$ cat src/rtl/sgdma_pkg.sv
package sgdma_pkg;

  localparam int WORD_W   = 32;
  localparam int LAST_BIT = 31;
  localparam int STAT_W   = 5;

  localparam int ST_RD_DONE = 0;
  localparam int ST_WR_DONE = 1;
  localparam int ST_RD_ERR  = 2;
  localparam int ST_WR_ERR  = 3;
  localparam int ST_SG_ERR  = 4;

  typedef enum logic [2:0] {
    W_IDLE,
    W_DREQ,
    W_DWAIT,
    W_CHECK,
    W_RREQ,
    W_RWAIT,
    W_WREQ,
    W_WWAIT
  } walk_state_e;

  typedef struct packed {
    logic done_ok;
    logic rd_err;
    logic wr_err;
    logic sg_err;
  } walk_evt_t;

endpackage

$ cat src/rtl/sgdma_regs.sv
module sgdma_regs
  import sgdma_pkg::*;
#(
  parameter int REG_AW = 4,
  parameter int ADDR_W = 32
) (
  input  logic              clk,
  input  logic              rst,
  input  logic              reg_we,
  input  logic [REG_AW-1:0] reg_addr,
  input  logic [WORD_W-1:0] reg_wdata,
  output logic [WORD_W-1:0] reg_rdata,
  input  walk_evt_t         evt,
  output logic              start_req,
  output logic [ADDR_W-1:0] base_addr,
  output logic              irq
);

  localparam logic [REG_AW-1:0] OFS_CTRL = REG_AW'(0);
  localparam logic [REG_AW-1:0] OFS_STAT = REG_AW'(4);
  localparam logic [REG_AW-1:0] OFS_BASE = REG_AW'(8);

  logic [STAT_W-1:0] status;
  logic [STAT_W-1:0] status_nxt;
  logic [STAT_W-1:0] set_vec;
  logic [STAT_W-1:0] clr_vec;

  assign start_req = reg_we && (reg_addr == OFS_CTRL) && reg_wdata[0];

  always_comb begin
    set_vec = '0;
    set_vec[ST_RD_DONE] = evt.done_ok;
    set_vec[ST_WR_DONE] = evt.done_ok;
    set_vec[ST_RD_ERR]  = evt.rd_err;
    set_vec[ST_WR_ERR]  = evt.wr_err;
    set_vec[ST_SG_ERR]  = evt.sg_err;
    clr_vec = (reg_we && (reg_addr == OFS_STAT)) ? reg_wdata[STAT_W-1:0] : '0;
  end

  // one write-1-to-clear flop per status bit; a new event wins over a clear
  for (genvar b = 0; b < STAT_W; b++) begin : g_stat
    assign status_nxt[b] = set_vec[b] | (status[b] & ~clr_vec[b]);
    always_ff @(posedge clk) begin
      if (rst) status[b] <= 1'b0;
      else     status[b] <= status_nxt[b];
    end
  end

  always_ff @(posedge clk) begin
    if (rst) begin
      irq       <= 1'b0;
      base_addr <= '0;
      reg_rdata <= '0;
    end else begin
      irq <= |status_nxt;
      if (reg_we && (reg_addr == OFS_BASE)) base_addr <= reg_wdata[ADDR_W-1:0];
      case (reg_addr)
        OFS_STAT: reg_rdata <= WORD_W'(status);
        OFS_BASE: reg_rdata <= WORD_W'(base_addr);
        default:  reg_rdata <= '0;
      endcase
    end
  end

endmodule

$ cat src/rtl/sgdma_desc_check.sv
module sgdma_desc_check #(
  parameter int CNT_W    = 18,
  parameter int BLK_LOG2 = 8
) (
  input  logic [CNT_W-1:0] byte_cnt,
  output logic             cnt_ok,
  output logic [CNT_W-3:0] n_words
);

  // a count is legal when it is non-zero and a whole number of blocks
  assign cnt_ok  = (byte_cnt != '0) && (byte_cnt[BLK_LOG2-1:0] == '0);
  assign n_words = byte_cnt[CNT_W-1:2];

endmodule

$ cat src/rtl/sgdma_walker.sv
module sgdma_walker
  import sgdma_pkg::*;
#(
  parameter int ADDR_W    = 32,
  parameter int CNT_W     = 18,
  parameter int BLK_LOG2  = 8,
  parameter int MAX_ELEMS = 64
) (
  input  logic              clk,
  input  logic              rst,
  input  logic              start_req,
  input  logic [ADDR_W-1:0] base_addr,
  output logic              m_req_valid,
  input  logic              m_req_ready,
  output logic              m_req_write,
  output logic [ADDR_W-1:0] m_req_addr,
  output logic [WORD_W-1:0] m_req_wdata,
  input  logic              m_rsp_valid,
  input  logic [WORD_W-1:0] m_rsp_rdata,
  input  logic              m_rsp_err,
  output walk_evt_t         evt,
  output logic              busy
);

  localparam int EW = (MAX_ELEMS > 1) ? $clog2(MAX_ELEMS) : 1;
  localparam logic [EW-1:0]     ELEM_LAST = EW'(MAX_ELEMS - 1);
  localparam logic [ADDR_W-1:0] STEP      = ADDR_W'(4);

  walk_state_e       state;
  logic [ADDR_W-1:0] desc_ptr;
  logic [1:0]        word_k;
  logic [ADDR_W-1:0] src;
  logic [ADDR_W-1:0] dst;
  logic              c_last;
  logic [CNT_W-1:0]  c_cnt;
  logic [CNT_W-3:0]  words_left;
  logic [EW-1:0]     elem_cnt;
  logic [WORD_W-1:0] data_buf;

  logic              cnt_ok;
  logic [CNT_W-3:0]  n_words;
  logic              elem_end;

  sgdma_desc_check #(
    .CNT_W   (CNT_W),
    .BLK_LOG2(BLK_LOG2)
  ) u_check (
    .byte_cnt(c_cnt),
    .cnt_ok  (cnt_ok),
    .n_words (n_words)
  );

  assign busy        = (state != W_IDLE);
  assign m_req_valid = (state == W_DREQ) || (state == W_RREQ) || (state == W_WREQ);
  assign m_req_write = (state == W_WREQ);
  assign m_req_wdata = data_buf;

  always_comb begin
    case (state)
      W_RREQ:  m_req_addr = src;
      W_WREQ:  m_req_addr = dst;
      default: m_req_addr = desc_ptr;
    endcase
  end

  assign elem_end = (state == W_WWAIT) && m_rsp_valid && !m_rsp_err &&
                    (words_left == CNT_W'(1));

  always_comb begin
    evt.done_ok = elem_end && c_last;
    evt.rd_err  = m_rsp_valid && m_rsp_err &&
                  ((state == W_DWAIT) || (state == W_RWAIT));
    evt.wr_err  = m_rsp_valid && m_rsp_err && (state == W_WWAIT);
    evt.sg_err  = ((state == W_CHECK) && !cnt_ok) ||
                  (elem_end && !c_last && (elem_cnt == ELEM_LAST));
  end

  always_ff @(posedge clk) begin
    if (rst) begin
      state      <= W_IDLE;
      desc_ptr   <= '0;
      word_k     <= '0;
      src        <= '0;
      dst        <= '0;
      c_last     <= 1'b0;
      c_cnt      <= '0;
      words_left <= '0;
      elem_cnt   <= '0;
      data_buf   <= '0;
    end else begin
      case (state)
        W_IDLE: begin
          if (start_req) begin
            desc_ptr <= base_addr;
            word_k   <= '0;
            elem_cnt <= '0;
            state    <= W_DREQ;
          end
        end
        W_DREQ: if (m_req_ready) state <= W_DWAIT;
        W_DWAIT: begin
          if (m_rsp_valid) begin
            if (m_rsp_err) begin
              state <= W_IDLE;
            end else begin
              desc_ptr <= desc_ptr + STEP;
              case (word_k)
                2'd0:    src <= m_rsp_rdata[ADDR_W-1:0];
                2'd1:    dst <= m_rsp_rdata[ADDR_W-1:0];
                default: begin
                  c_last <= m_rsp_rdata[LAST_BIT];
                  c_cnt  <= m_rsp_rdata[CNT_W-1:0];
                end
              endcase
              if (word_k == 2'd2) begin
                state <= W_CHECK;
              end else begin
                word_k <= word_k + 2'd1;
                state  <= W_DREQ;
              end
            end
          end
        end
        W_CHECK: begin
          if (!cnt_ok) begin
            state <= W_IDLE;
          end else begin
            words_left <= n_words;
            state      <= W_RREQ;
          end
        end
        W_RREQ: if (m_req_ready) state <= W_RWAIT;
        W_RWAIT: begin
          if (m_rsp_valid) begin
            if (m_rsp_err) begin
              state <= W_IDLE;
            end else begin
              data_buf <= m_rsp_rdata;
              state    <= W_WREQ;
            end
          end
        end
        W_WREQ: if (m_req_ready) state <= W_WWAIT;
        W_WWAIT: begin
          if (m_rsp_valid) begin
            if (m_rsp_err) begin
              state <= W_IDLE;
            end else begin
              src <= src + STEP;
              dst <= dst + STEP;
              if (words_left == CNT_W'(1)) begin
                if (c_last || (elem_cnt == ELEM_LAST)) begin
                  state <= W_IDLE;
                end else begin
                  elem_cnt <= elem_cnt + EW'(1);
                  word_k   <= '0;
                  state    <= W_DREQ;
                end
              end else begin
                words_left <= words_left - CNT_W'(1);
                state      <= W_RREQ;
              end
            end
          end
        end
        default: state <= W_IDLE;
      endcase
    end
  end

endmodule

$ cat src/rtl/sgdma_engine.sv
module sgdma_engine
  import sgdma_pkg::*;
#(
  parameter int REG_AW    = 4,
  parameter int ADDR_W    = 32,
  parameter int CNT_W     = 18,
  parameter int BLK_LOG2  = 8,
  parameter int MAX_ELEMS = 64
) (
  input  logic              clk,
  input  logic              rst,
  input  logic              reg_we,
  input  logic [REG_AW-1:0] reg_addr,
  input  logic [31:0]       reg_wdata,
  output logic [31:0]       reg_rdata,
  output logic              m_req_valid,
  input  logic              m_req_ready,
  output logic              m_req_write,
  output logic [ADDR_W-1:0] m_req_addr,
  output logic [31:0]       m_req_wdata,
  input  logic              m_rsp_valid,
  input  logic [31:0]       m_rsp_rdata,
  input  logic              m_rsp_err,
  output logic              irq
);

  walk_evt_t         evt;
  logic              start_req;
  logic [ADDR_W-1:0] base_addr;
  logic              run_busy;

  sgdma_regs #(
    .REG_AW(REG_AW),
    .ADDR_W(ADDR_W)
  ) u_regs (
    .clk      (clk),
    .rst      (rst),
    .reg_we   (reg_we),
    .reg_addr (reg_addr),
    .reg_wdata(reg_wdata),
    .reg_rdata(reg_rdata),
    .evt      (evt),
    .start_req(start_req),
    .base_addr(base_addr),
    .irq      (irq)
  );

  sgdma_walker #(
    .ADDR_W   (ADDR_W),
    .CNT_W    (CNT_W),
    .BLK_LOG2 (BLK_LOG2),
    .MAX_ELEMS(MAX_ELEMS)
  ) u_walker (
    .clk        (clk),
    .rst        (rst),
    .start_req  (start_req),
    .base_addr  (base_addr),
    .m_req_valid(m_req_valid),
    .m_req_ready(m_req_ready),
    .m_req_write(m_req_write),
    .m_req_addr (m_req_addr),
    .m_req_wdata(m_req_wdata),
    .m_rsp_valid(m_rsp_valid),
    .m_rsp_rdata(m_rsp_rdata),
    .m_rsp_err  (m_rsp_err),
    .evt        (evt),
    .busy       (run_busy)
  );

endmodule

$ cat config.mk
export PLATFORM = sky130hd
export DESIGN_NAME = sgdma_engine
export DESIGN_NICKNAME = d
export VERILOG_FILES = /design/src/rtl/sgdma_pkg.sv /design/src/rtl/sgdma_regs.sv /design/src/rtl/sgdma_desc_check.sv /design/src/rtl/sgdma_walker.sv /design/src/rtl/sgdma_engine.sv
export SDC_FILE = /design/constraint.sdc
export NUM_CORES = 1
export LEC_CHECK = 0
export BUFFER_PORTS_ARGS = -buffer_cell sky130_fd_sc_hd__buf_2
export CAP_MARGIN = 20
export CELL_PAD_IN_SITES_DETAIL_PLACEMENT = 2
export CELL_PAD_IN_SITES_GLOBAL_PLACEMENT = 2
export CORE_MARGIN = 8
export CORE_UTILIZATION = 28
export CTS_CLUSTER_DIAMETER = 80
export CTS_CLUSTER_SIZE = 25
export DETAILED_ROUTE_END_ITERATION = 10
export PLACE_DENSITY_LB_ADDON = 0.25
export SYNTH_ARGS = -nofsm -noshare
export SYNTH_HDL_FRONTEND = slang
export SYNTH_SLANG_ARGS = --single-unit
$ cat constraint.sdc
create_clock -name clk -period 6.2 [get_ports clk]
set_clock_uncertainty 0.1 [all_clocks]
set_input_delay 1.86 -clock clk [delete_from_list [all_inputs] [get_ports clk]]
set_output_delay 1.86 -clock clk [all_outputs]
set_load 0.005 [all_outputs]
==> results of run 1 <==
==> synth_stat cells (10+ instances only) <==
cell type,number,share of area [%]
sky130_fd_sc_hd__mux2i_1,49,3.9
sky130_fd_sc_hd__nand4_1,31,1.5
sky130_fd_sc_hd__nand3_1,79,3.1
sky130_fd_sc_hd__clkbuf_1,106,3.1
sky130_fd_sc_hd__nor4_1,30,1.5
sky130_fd_sc_hd__nand2_1,311,9.2
sky130_fd_sc_hd__and3_1,16,0.79
sky130_fd_sc_hd__a22oi_1,11,0.65
sky130_fd_sc_hd__or3_1,11,0.54
sky130_fd_sc_hd__and2_1,36,1.8
sky130_fd_sc_hd__a21oi_1,199,7.9
sky130_fd_sc_hd__buf_2,15,0.59
sky130_fd_sc_hd__a21o_1,12,0.71
sky130_fd_sc_hd__a211oi_1,19,1.1
sky130_fd_sc_hd__o21ai_0,103,4.1
sky130_fd_sc_hd__or4_1,15,0.89
sky130_fd_sc_hd__buf_1,15,0.44
sky130_fd_sc_hd__nor3_1,48,1.9
sky130_fd_sc_hd__dfxtp_1,244,39
sky130_fd_sc_hd__nor2_1,107,3.2
sky130_fd_sc_hd__o22ai_1,14,0.69
sky130_fd_sc_hd__nand2b_1,18,0.89
sky130_fd_sc_hd__or2_2,10,0.49
sky130_fd_sc_hd__inv_1,14,0.41
sky130_fd_sc_hd__a31oi_1,27,1.3
==> placed cells by master (no fill, tap or decap), drive strengths merged, types with 33 or more instances in the layout <==
| cell type | count |
|---|---|
| and2 | 36 |
| mux2i | 49 |
| nor4 | 33 |
| nand3 | 79 |
| dfxtp | 244 |
| o21ai | 105 |
| nand2 | 312 |
| a21oi | 199 |
| buf | 198 |
| nor2 | 107 |
| nor3 | 50 |
==> sequential cells by signal (all words and copies together) (netlist names) <==
register	cells
u_regs.irq	1
u_walker.c_cnt	18
u_walker.c_last	1
u_walker.dst	32
u_walker.words_left	16
u_regs.reg_rdata	32
u_regs.status	5
u_walker.word_k	2
u_walker.desc_ptr	32
u_walker.state	3
u_regs.base_addr	32
u_walker.m_req_wdata	32
u_walker.src	32
u_walker.elem_cnt	6
==> cell type report <==
class	count	area [um2]	area share, %
flip-flops and latches	244	4890	33.1
repair buffers	198	1090	7.42
clock inverters	16	248	1.68
well taps	600	751	5.09
multi-input cells	1291	7220	48.9
clock buffers	20	500	3.39
inverters	14	52.6	0.356
==> worst min path at each step <==
stage                     slack, ns                        to  cells past startpoint                      from
after floorplan                0.34         u_walker.c_cnt[1]                      2         u_walker.c_cnt[1]
after global placement         0.34   u_walker.m_req_wdata[3]                      2   u_walker.m_req_wdata[3]
after detailed placement       0.35   u_walker.m_req_wdata[7]                      2   u_walker.m_req_wdata[7]
after CTS                      0.36   u_walker.m_req_wdata[7]                      2   u_walker.m_req_wdata[7]
after global routing           0.38   u_walker.m_req_wdata[2]                      2   u_walker.m_req_wdata[2]
final                          0.36  u_walker.m_req_wdata[13]                      2  u_walker.m_req_wdata[13]
==> logic make-up (layout without fill, tap and decap cells) <==
logic type               after synthesis  count (layout)  synth area share, %
adder cells (fa/ha/maj)                9               9                0.889
AO/OA/AOI/OAI                        466             466                 22.0
multiplexers                          53              53                 4.23
flip-flops                           244             244                 38.6
XOR/XNOR                               1               1               0.0692
AND/OR/NAND/NOR                      762             762                 29.5
buffers and inverters                153             248                 4.76
==> layer usage <==
layer	global-route usage (%)	wire length [um]	up-vias
met5	0	11	-
met4	4.93	1280	2
li1	-	-	6228
met1	26.3	25300	6596
met3	2.79	1840	63
met2	33.2	25100	222
==> report_power, final <==
group / leakage, nW / internal [mW] / total, mW / switching [mW]
logic: 2.73 / 0.0390 / 0.125 / 0.0855
clock network: 0.363 / 0.706 / 1.49 / 0.788
registers: 1.97 / 1.57 / 1.58 / 0.00723
==> tightest hold or removal path, delay by kind of cell, from the launching register on <==
family / cells / cell delay (ns)
AND/OR/NAND/NOR: 1 / 0.05
AO/OA/AOI/OAI: 1 / 0.05
flip-flops: 1 / 0.31
==> impl_summary.log, run 1 <==
INFO  metric final-max-slew-violation-count = 0
INFO  metric cells_after_dpl = 2345
INFO  metric antenna_cells_inserted = 0
INFO  metric reg2reg_from = u_walker.state[2]
INFO  metric cp_max_fanout = 25
INFO  metric timing.critical_path.to = m_req_addr[4]
INFO  metric design.die.area = 52300 um2
INFO  metric synth_seq_area_share = 38.6%
INFO  metric timing.fmax = 0.214 GHz
INFO  metric via_count_of_the_first_global_routing_pass = 13948
INFO  metric placement_rows = 78
INFO  metric setup_viol = 0
INFO  metric cts_hold_buffers = 0
INFO  metric ys_ff_latch = 244
INFO  metric synth.net_count = 1771
INFO  metric timing.critical_path.slowest_cell_delay = 0.82 ns
INFO  metric pwr_density_cell = 217 nW/um2
INFO  metric dr.pass1.iters = 5
INFO  metric postRouteAntennaNets = 0
INFO  metric synth_area = 12700 um2
INFO  metric clk_root_buffer_cell = sky130_fd_sc_hd__clkbuf_16
INFO  metric cts_num_sinks = 244
INFO  metric worstSetupStartpoint = u_walker.state[1]
INFO  metric clock_tree_from_tritoncts = built
INFO  metric maxSlewHeadroom = 25.2%
INFO  metric critical-path-slowest-cell = sky130_fd_sc_hd__dfxtp_2
INFO  metric critPathArrivalTime = 2.70 ns
INFO  metric htree_levels = 1
INFO  metric end_kind = output port
INFO  metric syn_avg_cell_area = 7.50 um2
INFO  metric hold_viol_final = 0
INFO  metric post-route-util = 32.8%
INFO  metric instances_no_fill = 2383
INFO  metric number_of_filler_cells_placed_in_the_layout = 5242
INFO  metric critical_path.top_delay_family = flip-flops
INFO  metric grt.total_usage = 19.7%
INFO  metric tightestPinTransition = 1.11 ns
INFO  metric design.core.area = 45000 um2
INFO  metric worst_path_cell_chain = buf_4, mux2i_1, o21ai_0, buf_2
INFO  metric worst-path-buf-inv = 2
INFO  metric leakage = 5.06 nW
INFO  metric via_per_inst = 5.50
INFO  metric clkTransAtPathRegs = 0.09 ns
INFO  metric max-vdd-ir-drop = 0.170 mV
INFO  metric dr.first_iter.drc_count = 684
INFO  metric routabilityCongestion = 0.822
INFO  metric pre_cts_slack = 1.76 ns
INFO  metric synthDistinctLibCells = 76
INFO  metric data_required_time_of_the_worst_path = 4.24 ns
INFO  metric timing.reg2reg.worst_path_depth = 6
INFO  metric clkLatencyLatePin = 0.57 ns
INFO  metric hold_slack = 0.358 ns
INFO  metric period_needed = 4.66 ns
INFO  metric cts.repair_timing.setup_buffer_count = 0
INFO  metric critPathLaunchType = flip-flop
INFO  metric ys.flop_type = sky130_fd_sc_hd__dfxtp_1
INFO  metric overall_die_width = 229 um
INFO  metric floorplan.die.height = 229 um
INFO  metric postSynth.asyncResetShare = 0%
INFO  metric cts-root-to-sink-buffers = 3
INFO  metric hp-class = reg2reg
INFO  metric tritoncts.num_buffers = 20
INFO  metric setup_repair_after_global_routing_missed_its_margin = no
INFO  metric timing_worst_setup_path_type = reg2out
INFO  metric fin_ws = 1.54 ns
INFO  metric i_o_pin_count = 173
INFO  metric grt_overflow = 0
INFO  metric place.port_buffers = 172
INFO  metric drive_above_1_share = 15.3%
INFO  metric register_to_register_setup_slack = 2.63 ns
INFO  metric synthesis.instances = 1688
INFO  metric rr_endpoint = u_walker.words_left[10]
INFO  metric instance_area_at_placement = 14000 um2
INFO  metric cts_repair_resize_count = 0
INFO  metric synth_enable_flop_cells = 0
INFO  metric hpwlAfterDp = 39100 um
INFO  metric grt_start_max_net_pins = 102
INFO  metric syn_to_final_growth = 16.4%
INFO  metric antenna_violations_before_repair = 2
INFO  metric finish.net_count = 1852
INFO  metric tns = 0 ns
INFO  metric initial_utilization = 28.1%
INFO  metric synthesis.yosys.warnings = 0
INFO  metric num_vias = 13111
INFO  metric total_power = 3.20 mW
INFO  metric status = completed
INFO  metric wl_per_cell = 22.4 um
INFO  metric final_min_period_over_clock_period = 75.2%
INFO  metric maxCapViolCount = 0
INFO  metric global_route_wire_length_before_repair = 83700 um
INFO  metric wp_depth = 4
INFO  metric remaining_design_rule_violation_count = 0
INFO  metric final_design_area_no_fill = 14700 um2
INFO  metric wl = 53500 um
Note: power is estimated with default switching activity, not from simulation.
==> run 2: changes to the inputs <==
Settings changed: ABC_AREA set to 1.
Clock period 6.2 ns to 3.8 ns, I/O delays scaled along.
==> run 2 against run 1 <==
  * Sequential power up 68%
  * Via count up 14%
  * Routed wire length up 13%
  * Clock power up 82%
  * Register-to-register slack worse by 1.4 ns
  * Total power up 86%
  * Die area up 4.7%
  * Non-clock buffer count down 1
  * Core utilization up 0.26 points
  * Worst hold slack better by 0.028 ns
  * Setup slack worse by 1.3 ns
  * Global-route usage up 1.8 points
  * Critical endpoint is now m_req_addr[17]
==> impl_summary.log, run 2 <==
INFO  metric i_o_pin_count = 173 (unchanged)
INFO  metric synth_seq_area_share = 36.7% (-1.9 points)
INFO  metric tightestPinTransition = 1.03 ns (-0.0767 ns)
INFO  metric ys_top_cells_by_count = 578 x sky130_fd_sc_hd__nand2_1, 347 x sky130_fd_sc_hd__nor2_1, 244 x sky130_fd_sc_hd__dfxtp_1
INFO  metric htree_levels = 1 (unchanged)
INFO  metric grt.total_usage = 21.6% (+1.8 points)
INFO  metric cells_after_dpl = 2841 (+21%)
INFO  metric synth.top_cells.by_area = sky130_fd_sc_hd__dfxtp_1 37%, sky130_fd_sc_hd__nand2_1 16%, sky130_fd_sc_hd__nor2_1 9.8%
INFO  metric via_count_of_the_first_global_routing_pass = 16103 (+15%)
INFO  metric grt_start_max_net_pins = 83 (-19%)
INFO  metric maxCapViolCount = 0 (unchanged)
INFO  metric mostFrequentLayoutCell = sky130_fd_sc_hd__nand2_1
INFO  metric remaining_design_rule_violation_count = 0 (unchanged)
INFO  metric hpwlAfterDp = 46300 um (+18%)
INFO  metric instances_no_fill = 2884 (+21%)
INFO  metric dr.first_iter.drc_count = 546 (-20%)
INFO  metric hp-class = reg2reg
INFO  metric overall_die_width = 234 um (+2.3%)
INFO  metric data_required_time_of_the_worst_path = 2.56 ns (-1.68 ns)
INFO  metric fin_ws = 0.190 ns (-1.35 ns)
INFO  metric crit_top_cell = sky130_fd_sc_hd__nand2_1
INFO  metric final_min_period_over_clock_period = 95.0%
INFO  metric syn_avg_cell_area = 6.26 um2 (-17%)
INFO  metric synth.largest_area_cell = sky130_fd_sc_hd__dfxtp_1
INFO  metric clock_tree_from_tritoncts = built
INFO  metric syn_to_final_growth = 17.5%
INFO  metric ys_ff_latch = 244 (unchanged)
INFO  metric drive_above_1_share = 11.9% (-3.4 points)
INFO  metric cts_num_sinks = 244 (unchanged)
INFO  metric critPathLaunchType = flip-flop
INFO  metric placement_rows = 80 (+2.6%)
INFO  metric final_design_area_no_fill = 15600 um2 (+6.1%)
INFO  metric library_cell_with_the_highest_instance_count_after_synthesis = sky130_fd_sc_hd__nand2_1
INFO  metric dr.pass1.iters = 6 (+1)
INFO  metric cp_max_fanout = 30 (+20%)
INFO  metric critical_path.top_delay_family = buffers and inverters
INFO  metric synth_enable_flop_cells = 0 (unchanged)
INFO  metric num_vias = 14900 (+14%)
INFO  metric tritoncts.num_buffers = 23 (+15%)
INFO  metric clk_root_buffer_cell = sky130_fd_sc_hd__clkbuf_16
INFO  metric period_needed = 3.61 ns
INFO  metric postSynth.asyncResetShare = 0% (unchanged)
INFO  metric post-route-util = 33.0% (+0.26 points)
INFO  metric synthesis.yosys.warnings = 0 (unchanged)
INFO  metric timing.fmax = 0.277 GHz
INFO  metric pwr_density_cell = 379 nW/um2 (+75%)
INFO  metric initial_utilization = 28.1% (-0.034 points)
INFO  metric cts-root-to-sink-buffers = 3 (unchanged)
INFO  metric total_power = 5.94 mW (+86%)
INFO  metric synthesis.instances = 2128 (+26%)
INFO  metric timing.critical_path.slowest_cell_delay = 0.49 ns (-0.33 ns)
INFO  metric hold_slack = 0.387 ns (+0.0283 ns)
INFO  metric clkTransAtPathRegs = 0.09 ns (about the same)
INFO  metric tns = 0 ns (unchanged)
INFO  metric antenna_violations_before_repair = 0 (-2)
INFO  metric ys.flop_type = sky130_fd_sc_hd__dfxtp_1
INFO  metric instance_area_at_placement = 14700 um2 (+5.6%)
INFO  metric synth_area = 13300 um2 (+5.1%)
INFO  metric leakage = 6.26 nW (+24%)
INFO  metric worst-path-buf-inv = 3 (+1)
INFO  metric wl_per_cell = 21.0 um (-6.6%)
INFO  metric synth.net_count = 2211 (+25%)
INFO  metric design.die.area = 54800 um2 (+4.7%)
INFO  metric global_route_wire_length_before_repair = 93300 um (+11%)
INFO  metric antenna_cells_inserted = 0 (unchanged)
INFO  metric hold_viol_final = 0 (unchanged)
INFO  metric design.core.area = 47300 um2 (+5.2%)
INFO  metric clkLatencyLatePin = 0.57 ns (about the same)
INFO  metric setup_repair_after_global_routing_missed_its_margin = no
INFO  metric routabilityCongestion = 0.898 (+9.3%)
INFO  metric critPathArrivalTime = 2.37 ns (-0.33 ns)
INFO  metric floorplan.die.height = 234 um (+2.3%)
INFO  metric max-vdd-ir-drop = 0.288 mV (+70%)
INFO  metric setup_viol = 0 (unchanged)
INFO  metric critical-path-slowest-cell = sky130_fd_sc_hd__dfxtp_1
INFO  metric timing_worst_setup_path_type = reg2out
INFO  metric synth_top_cell_area_share = 36.7% (-1.9 points)
INFO  metric final-max-slew-violation-count = 0 (unchanged)
INFO  metric mostFrequentLayoutCells = 576 x sky130_fd_sc_hd__nand2_1, 347 x sky130_fd_sc_hd__nor2_1, 244 x sky130_fd_sc_hd__dfxtp_1
INFO  metric worst_path_cell_chain = nor2_1, nand2_1, buf_4, inv_1, nand2_1, nand3_1, buf_2
INFO  metric finish.net_count = 2335 (+26%)
INFO  metric place.port_buffers = 172 (unchanged)
INFO  metric grt_overflow = 0 (unchanged)
INFO  metric maxSlewHeadroom = 31.0% (+5.8 points)
INFO  metric wl = 60500 um (+13%)
INFO  metric status = completed
INFO  metric synthDistinctLibCells = 40 (-47%)
INFO  metric end_kind = output port
INFO  metric pre_cts_slack = 0.526 ns (-1.23 ns)
INFO  metric via_per_inst = 5.17 (-6.1%)
INFO  metric postRouteAntennaNets = 0 (unchanged)
run 2: cell types whose count changed after synthesis, moves of 49 or more:
cell	before	now
sky130_fd_sc_hd__o21ai_0	103	186
sky130_fd_sc_hd__mux2i_1	49	0
sky130_fd_sc_hd__nor2_1	107	347
sky130_fd_sc_hd__nand2_1	311	578
sky130_fd_sc_hd__inv_1	14	182
sky130_fd_sc_hd__clkbuf_1	106	57
run 2: cells by family (layout without fill, tap and decap cells):
family / after synthesis / count (layout) / share of synthesized area (%)
AO/OA/AOI/OAI: 434 / 434 / 17.7
XOR/XNOR: 24 / 24 / 1.58
adder cells (fa/ha/maj): 9 / 9 / 0.846
buffers and inverters: 288 / 429 / 8.64
flip-flops: 244 / 244 / 36.7
AND/OR/NAND/NOR: 1129 / 1129 / 34.6
run 2: worst reg2reg max path: stages, from the launching register on:
cell,delay [ns]
sky130_fd_sc_hd__dfxtp_1,0.40
sky130_fd_sc_hd__buf_4,0.24
sky130_fd_sc_hd__nor3_4,0.34
sky130_fd_sc_hd__nand2_1,0.18
sky130_fd_sc_hd__a21oi_2,0.25
sky130_fd_sc_hd__buf_4,0.28
sky130_fd_sc_hd__inv_2,0.29
sky130_fd_sc_hd__a211oi_1,0.36
run 2: final timing paths:
| kind | startpoint | endpoint | slack (ns) | cells past startpoint |
|---|---|---|---|---|
| worst min register to register | u_regs.base_addr[9] | u_regs.base_addr[9] | 0.39 | 2 |
| worst max-delay path | u_walker.state[0] | m_req_addr[17] | 0.19 | 7 |
| worst max register to register | u_walker.state[2] | u_walker.src[4] | 1.27 | 7 |
| worst min-delay path | u_regs.base_addr[9] | u_regs.base_addr[9] | 0.39 | 2 |
run 2: metal layers:
layer  track usage, %  vias to the layer above  share of wire [%]
li1                 -                     7154                  -
met1             27.6                     7420                 46
met2             38.0                      265                 48
met3             2.96                       61                4.1
met4             5.03                        0                2.0
met5                0                        -                  0
run 2: where the power goes:
group / internal [mW] / switching (mW) / leakage (nW) / total, mW
Sequential: 2.60 / 0.0548 / 1.97 / 2.66
Clock: 1.28 / 1.44 / 0.425 / 2.71
Combinational: 0.171 / 0.396 / 3.87 / 0.567
Total: 4.05 / 1.89 / 6.26 / 5.94
run 2: what timing repair did:
| action | CTS | global route |
|---|---|---|
| hold buffers | 0 | 0 |
| pin swaps | 0 | 0 |
| setup buffers | 1 | 0 |
| setup endpoints to repair | 1 | 2 |
| resized for setup | 1 | 1 |
| hold endpoints to repair | 0 | 0 |
run 2: area by class of cell:
| class | instances | area [um2] |
|---|---|---|
| clock buffer | 23 | 576 |
| clock inverter | 19 | 320 |
| fill | 5805 | 31700 |
| inverter | 190 | 719 |
| multi-input combinational | 1596 | 7280 |
| sequential | 244 | 4880 |
| tap | 615 | 769 |
| timing repair buffer | 197 | 1090 |
==> run 3: changes to the inputs <==
Clock period 3.8 ns to 4 ns, I/O delays scaled along.
==> run 3 against run 2 <==
  * Final cell count shrank 0.17%
  * Count of clock-buffer cells in the layout is the same
  * Via count shrank 0.62%
  * Critical path depth grew 1
  * Setup slack lost 0.0053 ns
  * Core utilization shrank 0.24 points
  * Largest power group is now registers
  * Global-route usage shrank 0.38 points
  * First-iteration DRC count grew 18%
  * Critical endpoint is now m_req_addr[10]
  * Routed wire length shrank 2.5%
==> impl_summary.log, run 3 (synthesis gave the netlist of run 2 again) <==
INFO  metric cp_max_fanout = 12 (-60%)
INFO  metric tns = 0 ns (unchanged)
INFO  metric tightestPinTransition = 1.05 ns (+0.0109 ns)
INFO  metric design.core.area = 47300 um2 (unchanged)
INFO  metric place.port_buffers = 172 (unchanged)
INFO  metric timing.fmax = 0.262 GHz
INFO  metric overall_die_width = 234 um (unchanged)
INFO  metric routabilityCongestion = 0.878 (-2.2%)
INFO  metric post-route-util = 32.8% (-0.24 points)
INFO  metric tritoncts.num_buffers = 22 (-4.3%)
INFO  metric worstSetupStartpoint = u_walker.state[1]
INFO  metric remaining_design_rule_violation_count = 0 (unchanged)
INFO  metric floorplan.die.height = 234 um (unchanged)
INFO  metric finish.net_count = 2331 (-0.17%)
INFO  metric num_vias = 14807 (-0.62%)
INFO  metric critPathArrivalTime = 2.52 ns (+0.15 ns)
INFO  metric clock_tree_from_tritoncts = built
INFO  metric critical_path.top_delay_family = simple AND/OR/NAND/NOR gates
INFO  metric mostFrequentLayoutCell = sky130_fd_sc_hd__nand2_1
INFO  metric end_kind = output port
INFO  metric wl_per_cell = 20.5 um (-2.3%)
INFO  metric crit_top_cell = sky130_fd_sc_hd__nand2_1
INFO  metric critPathLaunchType = flip-flop
INFO  metric hold_viol_final = 0 (unchanged)
INFO  metric i_o_pin_count = 173 (unchanged)
INFO  metric initial_utilization = 28.1% (unchanged)
INFO  metric register_to_register_setup_slack = 1.19 ns (-0.08 ns)
INFO  metric pre_cts_slack = 0.362 ns (-0.164 ns)
INFO  metric max-vdd-ir-drop = 0.263 mV (-8.7%)
INFO  metric leakage = 6.21 nW (-0.81%)
INFO  metric design.die.area = 54800 um2 (unchanged)
INFO  metric cts_num_sinks = 244 (unchanged)
INFO  metric mostFrequentLayoutCells = 576 x sky130_fd_sc_hd__nand2_1, 347 x sky130_fd_sc_hd__nor2_1, 244 x sky130_fd_sc_hd__dfxtp_1
INFO  metric worst_path_cell_chain = inv_2, nor2_1, nand2_1, nand2_2, clkinvlp_4, nand2_1, o221ai_1, buf_2
INFO  metric clkTransAtPathRegs = 0.08 ns (about the same)
INFO  metric number_of_filler_cells_placed_in_the_layout = 5802 (-0.052%)
INFO  metric global_route_wire_length_before_repair = 92200 um (-1.2%)
INFO  metric critical-path-slowest-cell = sky130_fd_sc_hd__dfxtp_1
INFO  metric postRouteAntennaNets = 0 (unchanged)
INFO  metric cts.repair_timing.setup_buffer_count = 0 (-1)
INFO  metric via_count_of_the_first_global_routing_pass = 16028 (-0.47%)
INFO  metric timing.reg2reg.worst_path_depth = 8 (+1)
INFO  metric clk_root_buffer_cell = sky130_fd_sc_hd__clkbuf_16
INFO  metric worstHoldPathCells = 2 (unchanged)
INFO  metric htree_levels = 1 (unchanged)
INFO  metric antenna_cells_inserted = 0 (unchanged)
INFO  metric pwr_density_cell = 355 nW/um2 (-6.4%)
INFO  metric status = completed
INFO  metric dr.first_iter.drc_count = 644 (+18%)
INFO  metric final_min_period_over_clock_period = 95.4%
INFO  metric clkLatencyLatePin = 0.56 ns (about the same)
INFO  metric cts-root-to-sink-buffers = 3 (unchanged)
INFO  metric worst-path-buf-inv = 3 (unchanged)
INFO  metric drive_above_1_share = 11.7% (-0.19 points)
INFO  metric reg2reg_from = u_walker.state[2]
INFO  metric hp-class = reg2reg
INFO  metric data_required_time_of_the_worst_path = 2.70 ns (+0.14 ns)
INFO  metric fin_ws = 0.185 ns (-0.00526 ns)
INFO  metric grt_overflow = 0 (unchanged)
INFO  metric dr.pass1.iters = 4 (-2)
INFO  metric hold_start = u_regs.base_addr[21]
INFO  metric setup_viol = 0 (unchanged)
INFO  metric grt_start_max_net_pins = 83 (unchanged)
INFO  metric setup_repair_after_global_routing_missed_its_margin = no
INFO  metric grt.total_usage = 21.2% (-0.38 points)
INFO  metric maxCapViolCount = 0 (unchanged)
INFO  metric wp_depth = 8 (+1)
INFO  metric period_needed = 3.82 ns
INFO  metric timing_worst_setup_path_type = reg2out
INFO  metric final-max-slew-violation-count = 0 (unchanged)
INFO  metric timing.critical_path.slowest_cell_delay = 0.43 ns (-0.06 ns)
INFO  metric syn_to_final_growth = 16.7%
INFO  metric hpwlAfterDp = 44600 um (-3.7%)
INFO  metric via_per_inst = 5.14 (-0.45%)
INFO  metric antenna_violations_before_repair = 0 (unchanged)
INFO  metric wl = 59000 um (-2.5%)
INFO  metric maxSlewHeadroom = 30.3% (-0.73 points)
INFO  metric placement_rows = 80 (unchanged)
run 3: cell count changes in the layout (fill, tap and decap cells not counted), sizes merged:
cell,previous run,this run
buf,197,193
clkinv,9,4
inv,199,202
clkinvlp,1,2
run 3: area by class of cell:
| class | instances | area, um2 | share of cell area, % |
|---|---|---|---|
| well taps | 615 | 769 | 4.95 |
| flip-flops and latches | 244 | 4880 | 31.5 |
| clock buffers | 23 | 576 | 3.71 |
| inverters | 190 | 719 | 4.63 |
| multi-input cells | 1596 | 7280 | 46.9 |
| clock inverters | 17 | 240 | 1.55 |
| repair inverters | 1 | 7.51 | 0.0483 |
| repair buffers | 193 | 1050 | 6.77 |
run 3: worst reg2reg max path: cells and delay by family (launching register included):
| kind | cells | cell delay [ns] |
|---|---|---|
| simple gates | 2 | 0.24 |
| buf+inv | 3 | 1.16 |
| compound gates | 3 | 0.63 |
| flops | 1 | 0.59 |
run 3: path summary, 6_finish.rpt:
check | end
min reg2reg | u_regs.reg_rdata[21]
max reg2reg | u_walker.src[4]
max | m_req_addr[10]
min | u_regs.reg_rdata[21]
run 3: power breakdown:
group	total [mW]	switching [mW]	leakage, nW	internal [mW]
logic	0.533	0.371	3.85	0.162
registers	2.52	0.0505	1.97	2.47
clock network	2.46	1.29	0.397	1.17
total	5.51	1.71	6.21	3.81
run 3: per-layer routing:
metal	up-vias	track usage [%]	share of wire [%]
met5	-	0	0
met4	0	6.92	3.1
met3	86	2.43	3.3
met2	238	36.7	47
met1	7350	27.1	46
li1	7133	-	-
run 3: repair_timing:
item	in CTS	in global routing
setup endpoints to repair	25	0
hold buffers	0	0
gates resized for setup	3	0
run 3: through the flow:
stage | area (um2) | total power, mW | hold slack, ns | instances
after floorplan | 13300 | 2.89 | 0.335 | 2128
after global placement | 14700 | 3.09 | 0.364 | 2837
after detailed placement | 14700 | 3.12 | 0.371 | 2838
after CTS | 15500 | 5.60 | 0.383 | 2879
after global routing | 15500 | 5.74 | 0.419 | 2879
final | 15500 | 5.51 | 0.379 | 2879
